## config.mk

```make
export PLATFORM = sky130hd
export DESIGN_NAME = pause_frame_detector
export DESIGN_NICKNAME = d
export VERILOG_FILES = /design/src/rtl/pfd_pkg.sv /design/src/rtl/pfd_byte_tracker.sv /design/src/rtl/pfd_field_match.sv /design/src/rtl/pfd_quanta_capture.sv /design/src/rtl/pause_frame_detector.sv
export SDC_FILE = /design/constraint.sdc
export NUM_CORES = 1
export LEC_CHECK = 0
export ABC_AREA = 1
export BUFFER_PORTS_ARGS = -buffer_cell sky130_fd_sc_hd__clkbuf_2
export CELL_PAD_IN_SITES_DETAIL_PLACEMENT = 0
export CELL_PAD_IN_SITES_GLOBAL_PLACEMENT = 1
export CORE_MARGIN = 5
export CORE_UTILIZATION = 30
export CTS_CLUSTER_DIAMETER = 80
export DETAILED_ROUTE_END_ITERATION = 10
export PLACE_DENSITY = 0.67
export SETUP_SLACK_MARGIN = 0.4
export SLEW_MARGIN = 25
export SYNTH_ARGS = -nofsm -noshare
export SYNTH_HDL_FRONTEND = slang
export SYNTH_SLANG_ARGS = --single-unit
```

## constraint.sdc

```tcl
create_clock -name clk -period 4.15 [get_ports clk]
set_input_delay 0 -clock clk [delete_from_list [all_inputs] [get_ports clk]]
set_output_delay 0 -clock clk [all_outputs]
set_load 0.01 [all_outputs]
```

## src/rtl/pfd_pkg.sv

```systemverilog
package pfd_pkg;
  localparam logic [47:0] PFD_CTRL_ADDR = 48'h0180_C200_0001;
  localparam logic [15:0] PFD_CTRL_TYPE = 16'h8808;
  localparam logic [15:0] PFD_PAUSE_OP  = 16'h0001;
  localparam int          PFD_DA_BYTES  = 6;
  localparam int          PFD_TYPE_POS  = 12;
  localparam int          PFD_OP_POS    = 14;
  localparam int          PFD_DUR_POS   = 16;
  localparam int          PFD_MIN_LEN   = 18;
endpackage

```

## src/rtl/pfd_byte_tracker.sv

```systemverilog
module pfd_byte_tracker #(
  parameter int CNT_W = 5
) (
  input  logic             clk,
  input  logic             rst,
  input  logic             rx_valid,
  input  logic             rx_sof,
  input  logic             rx_eof,
  output logic             byte_take,
  output logic [CNT_W-1:0] byte_pos,
  output logic             frame_end
);
  localparam logic [CNT_W-1:0] POS_MAX = '1;

  logic             in_frame;
  logic [CNT_W-1:0] cnt;

  // a byte belongs to a frame if it opens one or arrives inside one
  assign byte_take = rx_valid & (rx_sof | in_frame);
  assign byte_pos  = rx_sof ? '0 : cnt;
  assign frame_end = byte_take & rx_eof;

  always_ff @(posedge clk) begin
    if (rst) begin
      in_frame <= 1'b0;
      cnt      <= '0;
    end else if (byte_take) begin
      in_frame <= ~rx_eof;
      cnt      <= (byte_pos == POS_MAX) ? POS_MAX : byte_pos + 1'b1;
    end
  end
endmodule

```

## src/rtl/pfd_field_match.sv

```systemverilog
module pfd_field_match
  import pfd_pkg::*;
#(
  parameter int CNT_W = 5
) (
  input  logic             clk,
  input  logic             rst,
  input  logic             byte_take,
  input  logic             rx_sof,
  input  logic [CNT_W-1:0] byte_pos,
  input  logic [7:0]       rx_data,
  input  logic [47:0]      station_addr,
  output logic             hdr_ok_nx,
  output logic             len_ok_nx
);
  logic [PFD_DA_BYTES-1:0] da_lane, ctl_eq, stn_eq;
  logic [1:0]              ty_lane, ty_eq, op_lane, op_eq;

  // per-position comparators, one lane per header byte
  for (genvar i = 0; i < PFD_DA_BYTES; i++) begin : g_da
    assign da_lane[i] = (byte_pos == CNT_W'(i));
    assign ctl_eq[i]  = (rx_data == PFD_CTRL_ADDR[8*(PFD_DA_BYTES-1-i) +: 8]);
    assign stn_eq[i]  = (rx_data == station_addr[8*(PFD_DA_BYTES-1-i) +: 8]);
  end

  for (genvar j = 0; j < 2; j++) begin : g_two
    assign ty_lane[j] = (byte_pos == CNT_W'(PFD_TYPE_POS + j));
    assign ty_eq[j]   = (rx_data == PFD_CTRL_TYPE[8*(1-j) +: 8]);
    assign op_lane[j] = (byte_pos == CNT_W'(PFD_OP_POS + j));
    assign op_eq[j]   = (rx_data == PFD_PAUSE_OP[8*(1-j) +: 8]);
  end

  logic ctl_miss, stn_miss, ty_miss, op_miss, len_hit;
  assign ctl_miss = |(da_lane & ~ctl_eq);
  assign stn_miss = |(da_lane & ~stn_eq);
  assign ty_miss  = |(ty_lane & ~ty_eq);
  assign op_miss  = |(op_lane & ~op_eq);
  assign len_hit  = (byte_pos >= CNT_W'(PFD_MIN_LEN - 1));

  logic ctl_ok, stn_ok, ty_ok, op_ok, len_ok;
  logic ctl_nx, stn_nx, ty_nx, op_nx;

  always_comb begin
    // a start byte begins from a clean, all-matching state
    ctl_nx    = rx_sof | ctl_ok;
    stn_nx    = rx_sof | stn_ok;
    ty_nx     = rx_sof | ty_ok;
    op_nx     = rx_sof | op_ok;
    len_ok_nx = ~rx_sof & len_ok;
    if (byte_take) begin
      ctl_nx    = ctl_nx & ~ctl_miss;
      stn_nx    = stn_nx & ~stn_miss;
      ty_nx     = ty_nx & ~ty_miss;
      op_nx     = op_nx & ~op_miss;
      len_ok_nx = len_ok_nx | len_hit;
    end
    hdr_ok_nx = (ctl_nx | stn_nx) & ty_nx & op_nx;
  end

  always_ff @(posedge clk) begin
    if (rst) begin
      ctl_ok <= 1'b0;
      stn_ok <= 1'b0;
      ty_ok  <= 1'b0;
      op_ok  <= 1'b0;
      len_ok <= 1'b0;
    end else if (byte_take) begin
      ctl_ok <= ctl_nx;
      stn_ok <= stn_nx;
      ty_ok  <= ty_nx;
      op_ok  <= op_nx;
      len_ok <= len_ok_nx;
    end
  end
endmodule

```

## src/rtl/pfd_quanta_capture.sv

```systemverilog
module pfd_quanta_capture
  import pfd_pkg::*;
#(
  parameter int CNT_W = 5,
  parameter int DUR_W = 16
) (
  input  logic             clk,
  input  logic             rst,
  input  logic             byte_take,
  input  logic [CNT_W-1:0] byte_pos,
  input  logic [7:0]       rx_data,
  output logic [DUR_W-1:0] dur_nx
);
  localparam int DUR_BYTES = DUR_W / 8;

  logic [DUR_W-1:0] dur_r;

  always_comb begin
    dur_nx = dur_r;
    for (int k = 0; k < DUR_BYTES; k++) begin
      if (byte_take && byte_pos == CNT_W'(PFD_DUR_POS + k))
        dur_nx[8*(DUR_BYTES-1-k) +: 8] = rx_data;
    end
  end

  always_ff @(posedge clk) begin
    if (rst) dur_r <= '0;
    else     dur_r <= dur_nx;
  end
endmodule

```

## src/rtl/pause_frame_detector.sv

```systemverilog
module pause_frame_detector #(
  parameter int CNT_W = 5,
  parameter int DUR_W = 16
) (
  input  logic             clk,
  input  logic             rst,
  input  logic             rx_valid,
  input  logic             rx_sof,
  input  logic             rx_eof,
  input  logic [7:0]       rx_data,
  input  logic             rx_good,
  input  logic [47:0]      station_addr,
  input  logic             fdx_en,
  input  logic             fc_en,
  output logic             pause_det,
  output logic [DUR_W-1:0] pause_quanta
);
  logic             byte_take, frame_end, hdr_ok_nx, len_ok_nx;
  logic [CNT_W-1:0] byte_pos;
  logic [DUR_W-1:0] dur_nx;
  logic             hit;

  pfd_byte_tracker #(.CNT_W(CNT_W)) u_track (
    .clk(clk), .rst(rst), .rx_valid(rx_valid), .rx_sof(rx_sof),
    .rx_eof(rx_eof), .byte_take(byte_take), .byte_pos(byte_pos),
    .frame_end(frame_end)
  );

  pfd_field_match #(.CNT_W(CNT_W)) u_match (
    .clk(clk), .rst(rst), .byte_take(byte_take), .rx_sof(rx_sof),
    .byte_pos(byte_pos), .rx_data(rx_data), .station_addr(station_addr),
    .hdr_ok_nx(hdr_ok_nx), .len_ok_nx(len_ok_nx)
  );

  pfd_quanta_capture #(.CNT_W(CNT_W), .DUR_W(DUR_W)) u_dur (
    .clk(clk), .rst(rst), .byte_take(byte_take), .byte_pos(byte_pos),
    .rx_data(rx_data), .dur_nx(dur_nx)
  );

  assign hit = frame_end & rx_good & fdx_en & fc_en & hdr_ok_nx & len_ok_nx;

  always_ff @(posedge clk) begin
    if (rst) begin
      pause_det    <= 1'b0;
      pause_quanta <= '0;
    end else begin
      pause_det <= hit;
      if (hit) pause_quanta <= dur_nx;
    end
  end
endmodule

```

After elaboration in Yosys (flattened, before gate mapping)
Cells that the tools add are included.
W data, S select, Z words.
{"block": "totals", "regBits": 44, "input_bits": 64, "output_inout_bits": 17, "elab_cells": 87}
{"block": "classes", "add_sub_neg": 1, "n_lt_le_gt_ge": 1, "eq_ne": 23, "mux": 9, "n_bitwise": 35, "reduce_logical": 8}
{"operator": "$eq A8 B8 Y1", "count": 6}
{"operator": "$eq A8 B8 Y1 const B", "count": 3}
{"operator": "$eq A5 B4 Y1 const B", "count": 4}
{"operator": "$mux W8", "count": 2}
{"operator": "$eq A5 B5 Y1 const B", "count": 3}
{"operator": "$and A1 B1 Y1", "count": 14}
{"operator": "$and A6 B6 Y6", "count": 2}
{"operator": "$not A6 Y6", "count": 2}
{"operator": "$reduce_or A6 Y1", "count": 2}
{"operator": "$eq A5 B2 Y1 const B", "count": 2}
{"operator": "$eq A5 B3 Y1 const B", "count": 2}
{"operator": "$mux W5", "count": 2}
{"operator": "$eq A8 B1 Y1 const B", "count": 1}
{"operator": "$eq A8 B4 Y1 const B", "count": 1}
{"operator": "$logic_not A8 Y1", "count": 1}
{"operator": "$or A1 B1 Y1", "count": 7}
{"operator": "$not A1 Y1", "count": 6}
{"operator": "$add A5 B1 Y5 const B", "count": 1}
{"operator": "$eq A5 B1 Y1 const B", "count": 1}
{"operator": "$ge A5 B5 Y1 const B", "count": 1}
{"operator": "$logic_not A5 Y1", "count": 1}
{"operator": "$mux W1", "count": 5}
{"operator": "$and A2 B2 Y2", "count": 2}
{"operator": "$not A2 Y2", "count": 2}
{"operator": "other kinds (2)", "count": 4}

Logic depth before layout (Yosys ltp)
Gate-level depths: netlist of the first run.
{"block": "logic_depth", "ltp_word": 12, "ltp_mapped": 16, "depth_no_buf": 14}

Modules after synthesis
From an unflattened synthesis of the first run, not the netlist that was laid out.
{"block": "hier_totals", "hier_cells": 532, "hier_area_um2": 3315.7}
{"mod": "pfd_field_match", "instances": 1, "cells_each": 231, "area_per_inst_um2": 1278.7, "seq_area_each_um2": 100.1}
{"mod": "pfd_quanta_capture", "instances": 1, "cells_each": 132, "area_per_inst_um2": 875.8, "seq_area_each_um2": 320.3}
{"mod": "pause_frame_detector", "instances": 1, "cells_each": 111, "area_per_inst_um2": 788.3, "seq_area_each_um2": 340.3}
{"mod": "pfd_byte_tracker", "instances": 1, "cells_each": 58, "area_per_inst_um2": 372.9, "seq_area_each_um2": 120.1}

Worst setup path after synthesis of the first run
Ideal clock, no wire load.
{"block": "synth_timing", "path_kind": "register to register", "startpoint": "register u_track.cnt[1]", "endpoint": "register pause_quanta[0]", "setup_time_ns": 0.115, "t_arrival_ns": 1.505, "t_required_ns": 4.035, "setup_slack_ns": 2.530, "path_stages_with_launch": 13, "n_path_buf": 1, "period_less_slack_ns": 1.620, "path_cell_list": "dfxtp_1 inv_1 nor2_2 nor2_2 nand2_2 nand3_1 o21ai_0 nand4_1 nor2_4 buf_4 nand3_1 nand2_1 nor2_1"}
{"block": "synth_via", "elab_chain_cells": 12, "elab_cells_between_ends": 42, "classes_between": "1 x order compare; 10 x eq/ne; 7 x mux; 18 x bitwise; 6 x reduce/logical"}
{"element": "start, declared", "line_no": "pfd_byte_tracker.sv:16", "source": "logic [CNT_W-1:0] cnt;"}
{"element": "start signal, assigned", "line_no": "pfd_byte_tracker.sv:29", "source": "cnt <= (byte_pos == POS_MAX) ? POS_MAX : byte_pos + 1'b1;"}
{"element": "$mux W5 (*)", "line_no": "pfd_byte_tracker.sv:20", "source": "assign byte_pos = rx_sof ? '0 : cnt;"}
{"element": "$eq A5 B1 Y1, or another cell as far along", "line_no": "pfd_field_match.sv:21", "source": "assign da_lane[i] = (byte_pos == CNT_W'(i));"}
{"element": "$and A6 B6 Y6 (on tied branches)", "line_no": "pfd_field_match.sv:34, pfd_field_match.sv:35"}
{"element": "$reduce_or A6 Y1 (on tied branches)", "line_no": "pfd_field_match.sv:34, pfd_field_match.sv:35"}
{"element": "$not A1 Y1 (on tied branches)", "line_no": "pfd_field_match.sv:51, pfd_field_match.sv:52"}
{"element": "$and A1 B1 Y1 (on tied branches)", "line_no": "pfd_field_match.sv:51, pfd_field_match.sv:52"}
{"element": "$mux W1", "line_no": "pfd_field_match.sv:50", "source": "if (byte_take) begin"}
{"element": "$or A1 B1 Y1", "line_no": "pfd_field_match.sv:57", "source": "hdr_ok_nx = (ctl_nx | stn_nx) & ty_nx & op_nx;"}
{"element": "$and A1 B1 Y1 (2 in series)", "line_no": "pfd_field_match.sv:57"}
{"element": "$and A1 B1 Y1 (2 in series)", "line_no": "pause_frame_detector.sv:40", "source": "assign hit = frame_end & rx_good & fdx_en & fc_en & hdr_ok_nx & len_ok_nx;"}
{"element": "end signal, assigned", "line_no": "pause_frame_detector.sv:48", "source": "if (hit) pause_quanta <= dur_nx;"}
{"element": "end, declared", "line_no": "pause_frame_detector.sv:16", "source": "output logic [DUR_W-1:0] pause_quanta"}
Every way passes the cells marked *; elsewhere a longest branch is shown, timed or not.
A chain may end at the register's enable or synchronous reset.

Worst setup path after layout of the first run
{"block": "layout_timing", "startpoint": "register u_track.cnt[1]", "endpoint": "register pause_quanta[9]"}
The elaborated chain is that of the path after synthesis.

==> impl_metrics.py, run 1 <==
metrics = {
    "job": {
        "drv_cap": 0,
    },
    "detailed_routing": {
        "drc": 0,
        "totalWireLength_um": 7750,
        "first_pass_iters": 5,
        "postRouteAntennaNets": 0,
        "dr.first_iter.drc_count": 99,
        "wl_per_cell_um": 12.1,
        "vias": 2776,
        "routed_via_density": 4.34,
    },
    "synthesis": {
        "yosysSeqAreaShare_pct": 30.9,
        "synth_seq_cells": 44,
        "ys_types": 28,
        "synth_fp_nets": 508,
        "ys_warn_count": 0,
        "syn_inst": 444,
        "avgSynthCellArea_um2": 6.43,
        "syn_area_um2": 2850,
    },
    "global_route": {
        "grt_remaining_overflow": 0,
        "grt_pass1_wl_um": 12900,
        "grt_max_degree": 34,
        "grt_pass1_vias": 2694,
        "antenna_found_initial": 0,
        "grt.total_usage_pct": 13.8,
    },
    "hold_path": {
        "min_path_type": "in -> reg",
        "hold_end": "u_dur.dur_r[3]",
        "min_from": "rst",
        "min_path_cells": 2,
    },
    "clocking": {
        "cts_buffers": 5,
        "clk_pin_slew_ns": 0.09,
        "cts_tree": "yes",
        "ctsResizeCount": 0,
        "clockBufferDepth": 2,
        "cts_root_buf": "clkbuf_8",
        "clock_latency_ns": 0.29,
        "post_cts_buffers": 0,
        "h-tree-depth": 2,
        "cts.sinks": 44,
    },
    "sta": {
        "slew-limit-headroom_pct": 48.6,
        "fin_crit_ns": 2.35,
        "finalSetupViolCount": 0,
        "max_freq_ghz": 0.426,
        "tns_ns": 0,
        "fin_crit_sh_pct": 56.6,
        "hold_viol_final": 0,
        "rsz0062_at_grt": "no",
        "layout_setup_ws_ns": 1.80,
        "slew_viol_final": 0,
        "finClkSkew_ns": 0.0168,
        "tightest_slew_ns": 0.766,
    },
    "die": {
        "die_x_um": 108,
        "die_h_um": 108,
        "rows": 35,
        "io_pins": 81,
        "fp.dieArea_um2": 11600,
        "initial_core_util_pct": 30.9,
        "core_um2": 9240,
    },
    "power": {
        "power_switching_share_pct": 26.2,
        "powerDensity_nw_per_um2": 296,
        "p_leak_nw": 1.54,
        "seq_power_share_pct": 43.0,
        "combPwrFrac_pct": 19.1,
        "switching_power_mw": 0.265,
        "internal_power_mw": 0.744,
        "clkPwrFrac_pct": 37.9,
        "irDropWorstVdd_v": 0.000194,
    },
    "final_layout": {
        "layout-drive-gt1-share_pct": 22.0,
        "fin_cells": 639,
        "fin_nets": 574,
        "fin_util_pct": 36.9,
        "diodes": 0,
        "reg_top3": "pause_quanta: 16 flops, u_dur.dur_r: 16 flops, u_track.cnt: 5 flops",
        "syn2layout_area_growth_pct": 19.5,
    },
    "place": {
        "pre_cts_ws_ns": 1.74,
        "gp_congestion": 0.811,
        "dp_cells": 631,
        "hpwl_um": 6050,
        "portBuffers": 80,
    },
    "run_status": {
        "status": "completed",
    },
    "worst_setup_path": {
        "cp_max_fo": 33,
        "r2r-start": "u_track.cnt[1]",
        "endpoint_kind": "flip-flop",
        "r2r_slack_ns": 1.80,
        "criticalPathCategory": "reg -> reg",
        "r2r_cells": 11,
        "critPathLaunchType": "flip-flop",
        "crit_required_ns": 4.34,
        "reg2reg_to": "pause_quanta[9]",
        "arrival_ns": 2.54,
    },
}
-- worst max path at each step --
stage / from / to / slack (ns) / cells past startpoint
floorplan: u_track.cnt[1] / pause_quanta[0] / 2.53 / 12
global placement: rx_sof / pause_quanta[9] / 1.80 / 9
detailed placement: rx_sof / pause_quanta[9] / 1.74 / 9
CTS: u_track.cnt[1] / pause_quanta[9] / 1.79 / 11
global route: u_track.cnt[1] / pause_quanta[9] / 1.51 / 11
finish: u_track.cnt[1] / pause_quanta[9] / 1.80 / 11
-- critical path: stages (launching register included) --
cell and delay (ns):
dfxtp_1 0.36, inv_1 0.09, nor2_2 0.16, nor2_2 0.09, nand2_2 0.13, nand3_1 0.09, o21ai_0 0.14, nand4_1 0.19
nor2_4 0.61, nand3_1 0.21, nand2_1 0.13, nor2_1 0.05
-- routing by layer --
| metal | vias up | GRT usage, % | wire length, µm |
|---|---|---|---|
| li1 | 1515 | - | - |
| met1 | 1227 | 18.7 | 3780 |
| met2 | 32 | 23.5 | 3730 |
| met3 | 2 | 2.34 | 220 |
| met4 | 0 | 1.53 | 18 |
| met5 | - | 0 | 0 |
-- logic make-up after synthesis --
| family | after synthesis | synth area share (%) |
|---|---|---|
| compound gates | 59 | 11.4 |
| xor+xnor | 36 | 11.1 |
| flops | 44 | 30.9 |
| simple gates | 237 | 35.5 |
| buf+inv | 68 | 11.1 |
-- cell usage in the layout (no fill, tap or decap), drive strengths merged, types with 3 or more instances in the layout --
| master | Yosys | routed |
|---|---|---|
| nand2 | 129 | 129 |
| nand3 | 28 | 28 |
| o21ai | 31 | 31 |
| a21oi | 21 | 21 |
| nor2 | 72 | 72 |
| clkbuf | 4 | 85 |
| inv | 45 | 45 |
| xnor2 | 36 | 36 |
| dfxtp | 44 | 44 |
| nand4 | 5 | 5 |
| a221oi | 3 | 3 |
-- synth_stat cells --
library cell  number  area [µm²]
a21oi_1           21         105
a221oi_1           3        26.3
a31oi_1            1        6.26
buf_2              8        40.0
buf_4              6        45.0
buf_6              4        45.0
clkbuf_1           4        15.0
clkinv_1           1        3.75
dfxtp_1           44         881
inv_1             38         143
inv_2              7        26.3
nand2_1          125         469
nand2_2            4        25.0
nand3_1           28         140
nand4_1            5        31.3
nor2_1            63         236
nor2_2             5        31.3
nor2_4             4        45.0
nor4_4             1        21.3
o211ai_1           1        7.51
o21a_1             1        7.51
o21ai_0           19        95.1
o21ai_1            9        45.0
o21ai_2            3        26.3
o21bai_1           1        7.51
or2_1              1        6.26
or2_2              1        6.26
xnor2_1           36         315
-- power groups by stage --
stage                     combinational, mW  clock (mW)  sequential, mW
after CTS                             0.195       0.391           0.434
after detailed placement              0.194           0           0.444
after floorplan                       0.143           0           0.443
after global routing                  0.219       0.414           0.436
final                                 0.193       0.382           0.434
after global placement                0.194           0           0.444
-- stage by stage --
stage          area [µm²]  hold slack, ns  total power [mW]
2_1_floorplan        2850          0.0787             0.586
3_3_place_gp         3270           0.198             0.638
3_5_place_dp         3270           0.206             0.638
4_1_cts              3410           0.230              1.02
5_1_grt              3410           0.248              1.07
6_report             3410           0.216              1.01
-- final cells by class --
type                    count  area [µm²]
inverters                  46         173
well taps                 129         161
fillers                  1007        5830
clock buffers               5        68.8
clock inverters             2        60.1
repair buffers             81         410
flip-flops and latches     44         881
multi-input cells         332        1650
-- timing repair --
| action | in CTS | in global routing |
|---|---|---|
| endpoints found under the setup margin | 0 | 0 |
| hold buffers | 1 | 0 |
| endpoints found under the hold margin | 1 | 0 |
Power figures use the tool's default switching activity.
==> run 2: changes to the inputs <==
Settings changed: PLACE_DENSITY 0.67 to 0.7.
Clock period 4.15 ns to 1.9 ns, I/O delays scaled along.
==> run 2 against run 1 <==
Core utilization increased by 4.5 points. Critical endpoint is now pause_quanta[2]. Global-route usage increased by 0.53 points. Critical path type unchanged. Non-clock buffer count increased by 26. Via count rose by 6.7%. Highest routed layer unchanged.
==> impl_metrics.py, run 2 (synthesized netlist as in run 1, its figures left out) <==
metrics = {
    "sta": {
        "fin_crit_sh_pct": 93.2,
        "slew_viol_final": 0,
        "rsz0062_at_grt": "yes",
        "tightest_slew_ns": 0.732,
        "hold_viol_final": 0,
        "slew-limit-headroom_pct": 51.2,
        "finClkSkew_ns": 0.0103,
        "finalSetupViolCount": 0,
        "max_freq_ghz": 0.565,
        "fin_crit_ns": 1.77,
        "tns_ns": 0,
    },
    "die": {
        "core_um2": 9240,
        "io_pins": 81,
        "rows": 35,
        "fp.dieArea_um2": 11600,
        "die_h_um": 108,
        "die_x_um": 108,
        "initial_core_util_pct": 30.9,
    },
    "final_layout": {
        "reg_top3": "pause_quanta: 16 flops, u_dur.dur_r: 16 flops, u_track.cnt: 5 flops",
        "layout_common_cells": "121 x nand2_1, 80 x clkbuf_2, 58 x nor2_1",
        "layout-drive-gt1-share_pct": 31.8,
        "layout_commonest_cell": "nand2_1",
        "syn2layout_area_growth_pct": 33.9,
        "diodes": 0,
        "fin_nets": 601,
    },
    "place": {
        "gp_congestion": 0.830,
        "portBuffers": 80,
        "hpwl_um": 6190,
    },
    "hold_path": {
        "min_path_type": "in -> reg",
        "hold_end": "u_match.ctl_ok",
        "min_from": "rx_sof",
        "min_path_cells": 3,
    },
    "detailed_routing": {
        "dr.first_iter.drc_count": 107,
        "routed_via_density": 4.44,
        "drc": 0,
        "vias": 2962,
        "totalWireLength_um": 8530,
        "wl_per_cell_um": 12.8,
        "first_pass_iters": 5,
        "postRouteAntennaNets": 0,
    },
    "power": {
        "powerDensity_nw_per_um2": 559,
        "irDropWorstVdd_v": 0.000426,
        "p_leak_nw": 1.71,
        "power_mw": 2.14,
    },
    "worst_setup_path": {
        "crit_start": "u_track.cnt[2]",
        "criticalPathCategory": "reg -> reg",
        "crit_required_ns": 2.10,
        "endpoint_kind": "flip-flop",
        "r2r_slack_ns": 0.13,
        "r2r-start": "u_track.cnt[2]",
        "reg2reg_to": "pause_quanta[2]",
        "r2r_cells": 12,
        "cp_max_fo": 8,
        "critPathLaunchType": "flip-flop",
        "arrival_ns": 1.97,
    },
    "global_route": {
        "grt_pass1_wl_um": 13300,
        "grt.total_usage_pct": 14.3,
        "antenna_found_initial": 0,
        "grt_remaining_overflow": 0,
        "grt_max_degree": 34,
        "grt_pass1_vias": 2737,
    },
    "job": {
        "drv_cap": 0,
    },
    "clocking": {
        "clk_pin_slew_ns": 0.08,
        "cts_root_buf": "clkbuf_8",
        "clock_latency_ns": 0.31,
        "cts_tree": "yes",
        "clockBufferDepth": 2,
        "h-tree-depth": 2,
        "cts.sinks": 44,
        "cts_buffers": 5,
    },
    "run_status": {
        "status": "completed",
    },
}
-- run 2: changes by cell type in the layout (fill, tap and decap cells not counted), moves of 4 or more --
| cell | previous run | this run |
|---|---|---|
| dfxtp_1 | 44 | 40 |
| a21oi_2 | 0 | 5 |
| nor2_1 | 63 | 58 |
| nand2_1 | 125 | 121 |
| buf_6 | 0 | 4 |
| o21ai_2 | 3 | 7 |
| buf_4 | 0 | 17 |
| o21ai_0 | 19 | 14 |
| nor2_4 | 4 | 10 |
| a21oi_1 | 21 | 16 |
-- run 2: layer usage --
metal / routed length [µm] / GRT usage [%] / vias to the layer above / share of wire (%)
li1: - / - / 1570 / -
met4: 100 / 3.16 / 0 / 1.2
met3: 298 / 2.34 / 9 / 3.5
met1: 3960 / 18.3 / 1337 / 46
met5: 0 / 0 / - / 0
met2: 4170 / 25.1 / 46 / 49
-- run 2: cell type report --
class                           count  area [µm²]
Sequential cell                    44         888
Inverter                           46         178
Clock inverter                      2        15.0
Fill cell                         979        5420
Timing Repair Buffer              107         696
Tap cell                          129         161
Clock buffer                        6        82.6
Multi-Input combinational cell    333        1800
-- run 2: worst max path at each step --
stage / end / slack (ns) / depth (start not counted)
after CTS: pause_quanta[2] / 0.16 / 14
after global routing: pause_quanta[12] / 0.03 / 13
after floorplan: pause_quanta[12] / 0.37 / 9
final: pause_quanta[2] / 0.13 / 12
after global placement: pause_quanta[4] / 0.07 / 9
after detailed placement: pause_quanta[2] / 0.06 / 10
-- run 2: worst max-delay path, stage by stage, from the launching register on --
cell	delay, ns
dfxtp_4	0.36
o21ai_4	0.24
buf_6	0.14
nand2_4	0.07
nor2_2	0.10
nand2_1	0.06
nand2_1	0.08
o21ai_2	0.06
nand2_2	0.09
nand2_4	0.10
clkbuf_16	0.18
a21oi_1	0.12
nor2_1	0.06
-- run 2: metrics by stage --
| stage | hold WS [ns] | setup slack (ns) | util [%] | std cells | area (µm²) |
|---|---|---|---|---|---|
| final | 0.115 | 0.129 | 41.4 | 667 | 3820 |
| after global routing | 0.130 | 0.0318 | 41.4 | 667 | 3820 |
| after CTS | 0.113 | 0.159 | 39.3 | 658 | 3630 |
| after detailed placement | 0.203 | 0.0609 | 36.7 | 640 | 3390 |
| after global placement | 0.198 | 0.0738 | 36.7 | 640 | 3390 |
| after floorplan | 0.0787 | 0.367 | - | 444 | 2880 |
-- run 2: timing repair --
action / 4_1_cts / 5_1_grt
setup buffers: 7 / 7
hold endpoints to repair: 1 / 0
gates cloned: 2 / 2
pin swaps: 7 / 8
endpoints found under the setup margin: 32 / 35
hold buffers: 1 / 0
gates resized for setup: 15 / 34
-- run 2: where the power goes --
part / switching [mW] / internal, mW / total, mW / leakage (nW)
clock network: 0.338 / 0.295 / 0.632 / 0.0434
registers: 0.0119 / 0.940 / 0.952 / 0.358
logic: 0.300 / 0.252 / 0.552 / 1.31
total: 0.650 / 1.49 / 2.14 / 1.71
==> run 3: changes to the inputs <==
Settings changed: CORE_UTILIZATION 30 to 32, PLACE_DENSITY 0.7 to 0.74.
==> run 3 against run 2 <==
Highest routed layer unchanged. Flip-flop and latch count unchanged. Setup slack better by 0.037 ns. Power up 5.0%. Design area up 4.4%. Cell count down 1.5%. Critical endpoint is now pause_quanta[9].
==> impl_metrics.py, run 3 (synthesized netlist as in run 1, its figures left out) <==
metrics = {
    "worst_setup_path": {
        "r2r_cells": 12,
        "crit_chain": "o21ai_4, buf_4, nand2_1, nor2_1, nand2_1, nand2_1, o21ai_1, nand2_1, nand2_4, buf_16, a21oi_2, nor2_1",
        "critPathLaunchType": "flip-flop",
        "path_depth": 12,
        "path_buf_inv": 2,
        "reg2reg_to": "pause_quanta[9]",
        "arrival_ns": 1.94,
        "criticalPathCategory": "reg -> reg",
        "endpoint_kind": "flip-flop",
        "r2r_slack_ns": 0.17,
        "critical-path-top-delay-family": "simple AND/OR/NAND/NOR gates",
        "r2r-start": "u_track.cnt[3]",
        "cpPeakStageDelay_ns": 0.35,
        "crit_slowest_cell": "dfxtp_2",
        "crit_end": "pause_quanta[9]",
        "crit_required_ns": 2.11,
        "cp_max_fo": 16,
        "crit_start": "u_track.cnt[3]",
        "crit_top_cell": "nand2_1",
    },
    "global_route": {
        "grt_pass1_wl_um": 14200,
        "grt_remaining_overflow": 0,
        "grt_max_degree": 24,
        "grt_pass1_vias": 2944,
        "grt.total_usage_pct": 15.5,
        "antenna_found_initial": 0,
    },
    "clocking": {
        "cts.sinks": 44,
        "cts_root_buf": "clkbuf_8",
        "cts_buffers": 5,
        "cts_tree": "yes",
        "clockBufferDepth": 2,
        "clock_latency_ns": 0.31,
        "clk_pin_slew_ns": 0.09,
        "h-tree-depth": 2,
    },
    "sta": {
        "max_freq_ghz": 0.577,
        "slew-limit-headroom_pct": 54.0,
        "hold_viol_final": 0,
        "finClkSkew_ns": 0.0139,
        "tightest_slew_ns": 0.689,
        "fin_crit_ns": 1.73,
        "finalHoldWorstSlack_ns": 0.137,
        "slew_viol_final": 0,
        "tns_ns": 0,
        "finalSetupViolCount": 0,
        "rsz0062_at_grt": "yes",
        "fin_crit_sh_pct": 91.3,
    },
    "final_layout": {
        "design_area_um2": 3990,
        "fin_cells": 657,
        "reg_top3": "pause_quanta: 16 flops, u_dur.dur_r: 16 flops, u_track.cnt: 5 flops",
        "layout_commonest_cell": "nand2_1",
        "fin_nets": 612,
        "syn2layout_area_growth_pct": 39.9,
        "layout-drive-gt1-share_pct": 35.0,
        "layout_common_cells": "125 x nand2_1, 80 x clkbuf_2, 60 x nor2_1",
        "fill_cells": 884,
        "diodes": 0,
    },
    "die": {
        "die_x_um": 104,
        "rows": 34,
        "initial_core_util_pct": 32.7,
        "die_h_um": 104,
        "io_pins": 81,
        "fp.dieArea_um2": 10900,
        "core_um2": 8720,
    },
    "detailed_routing": {
        "route.met2.wl_um": 4520,
        "dr.max_layer_used": "met4",
        "postRouteAntennaNets": 0,
        "drc": 0,
        "dr.first_iter.drc_count": 128,
        "vias": 3089,
        "wl_met1_um": 3810,
        "wl_per_cell_um": 13.2,
        "wl_met3_um": 322,
        "totalWireLength_um": 8710,
        "first_pass_iters": 4,
        "routed_via_density": 4.70,
    },
    "place": {
        "dp_cells": 618,
        "placed_area_um2": 3360,
        "gp_congestion": 0.821,
        "hpwl_um": 6020,
        "portBuffers": 80,
    },
    "hold_path": {
        "min_path_type": "in -> reg",
    },
    "run_status": {
        "status": "completed",
    },
    "power": {
        "powerDensity_nw_per_um2": 562,
        "p_leak_nw": 1.82,
        "irDropWorstVdd_v": 0.000339,
    },
    "job": {
        "drv_cap": 0,
    },
}
==> run 3: changes by cell type in the layout (fill, tap and decap cells not counted), moves of 4 or more <==
cell / change
buf_6: -4
nand2_1: +4
o21ai_2: +4
o21ai_1: -5
buf_4: +12
nand2_2: -4
a21oi_1: -11
a21oi_2: +11
==> run 3: layer usage <==
| metal | track usage (%) | vias to the layer above |
|---|---|---|
| li1 | - | 1594 |
| met1 | 18.9 | 1426 |
| met3 | 2.98 | 8 |
| met5 | 0 | - |
| met2 | 27.6 | 61 |
| met4 | 4.16 | 0 |
==> run 3: cell type report <==
| cell class | instances | area, µm² | share of cell area, % |
|---|---|---|---|
| sequential | 44 | 888 | 22.3 |
| clock inverter | 3 | 46.3 | 1.16 |
| timing repair buffer | 119 | 841 | 21.1 |
| multi-input combinational | 332 | 1830 | 45.9 |
| clock buffer | 5 | 68.8 | 1.72 |
| tap | 108 | 135 | 3.39 |
| inverter | 46 | 179 | 4.48 |
==> run 3: timing repair <==
item,4_1_cts,5_1_grt
cloned,3,2
setup endpoints to repair,25,32
endpoints found under the hold margin,1,0
buffers inserted,21,4
hold buffers,1,0
resized for setup,39,15
pin swaps,39,10
==> run 3: power by group <==
group	switching (mW)	total, mW	internal (mW)
Combinational	0.298	0.540	0.242
Clock	0.354	0.750	0.396
Sequential	0.0127	0.953	0.940
==> run 3: worst min path at each step <==
stage          cells after the start  startpoint  slack [ns]          endpoint
2_1_floorplan                      1         rst        0.08    u_track.cnt[0]
3_3_place_gp                       2      rx_eof        0.20  u_track.in_frame
3_5_place_dp                       2      rx_eof        0.21  u_track.in_frame
4_1_cts                            3         rst        0.13         pause_det
5_1_grt                            3         rst        0.16    u_dur.dur_r[5]
6_report                           3         rst        0.14         pause_det
==> run 3: tightest hold or removal path, stage by stage <==
cell and delay [ns]:
clkbuf_2 0.09, buf_4 0.21, nor2_1 0.11
==> run 3: per-stage QoR <==
| stage | power (mW) | setup slack [ns] | util, % |
|---|---|---|---|
| after floorplan | 1.28 | 0.367 | - |
| after global placement | 1.41 | 0.118 | 38.5 |
| after detailed placement | 1.41 | 0.120 | 38.5 |
| after CTS | 2.23 | 0.184 | 44.3 |
| after global routing | 2.36 | 0.00171 | 45.8 |
| final | 2.24 | 0.166 | 45.8 |
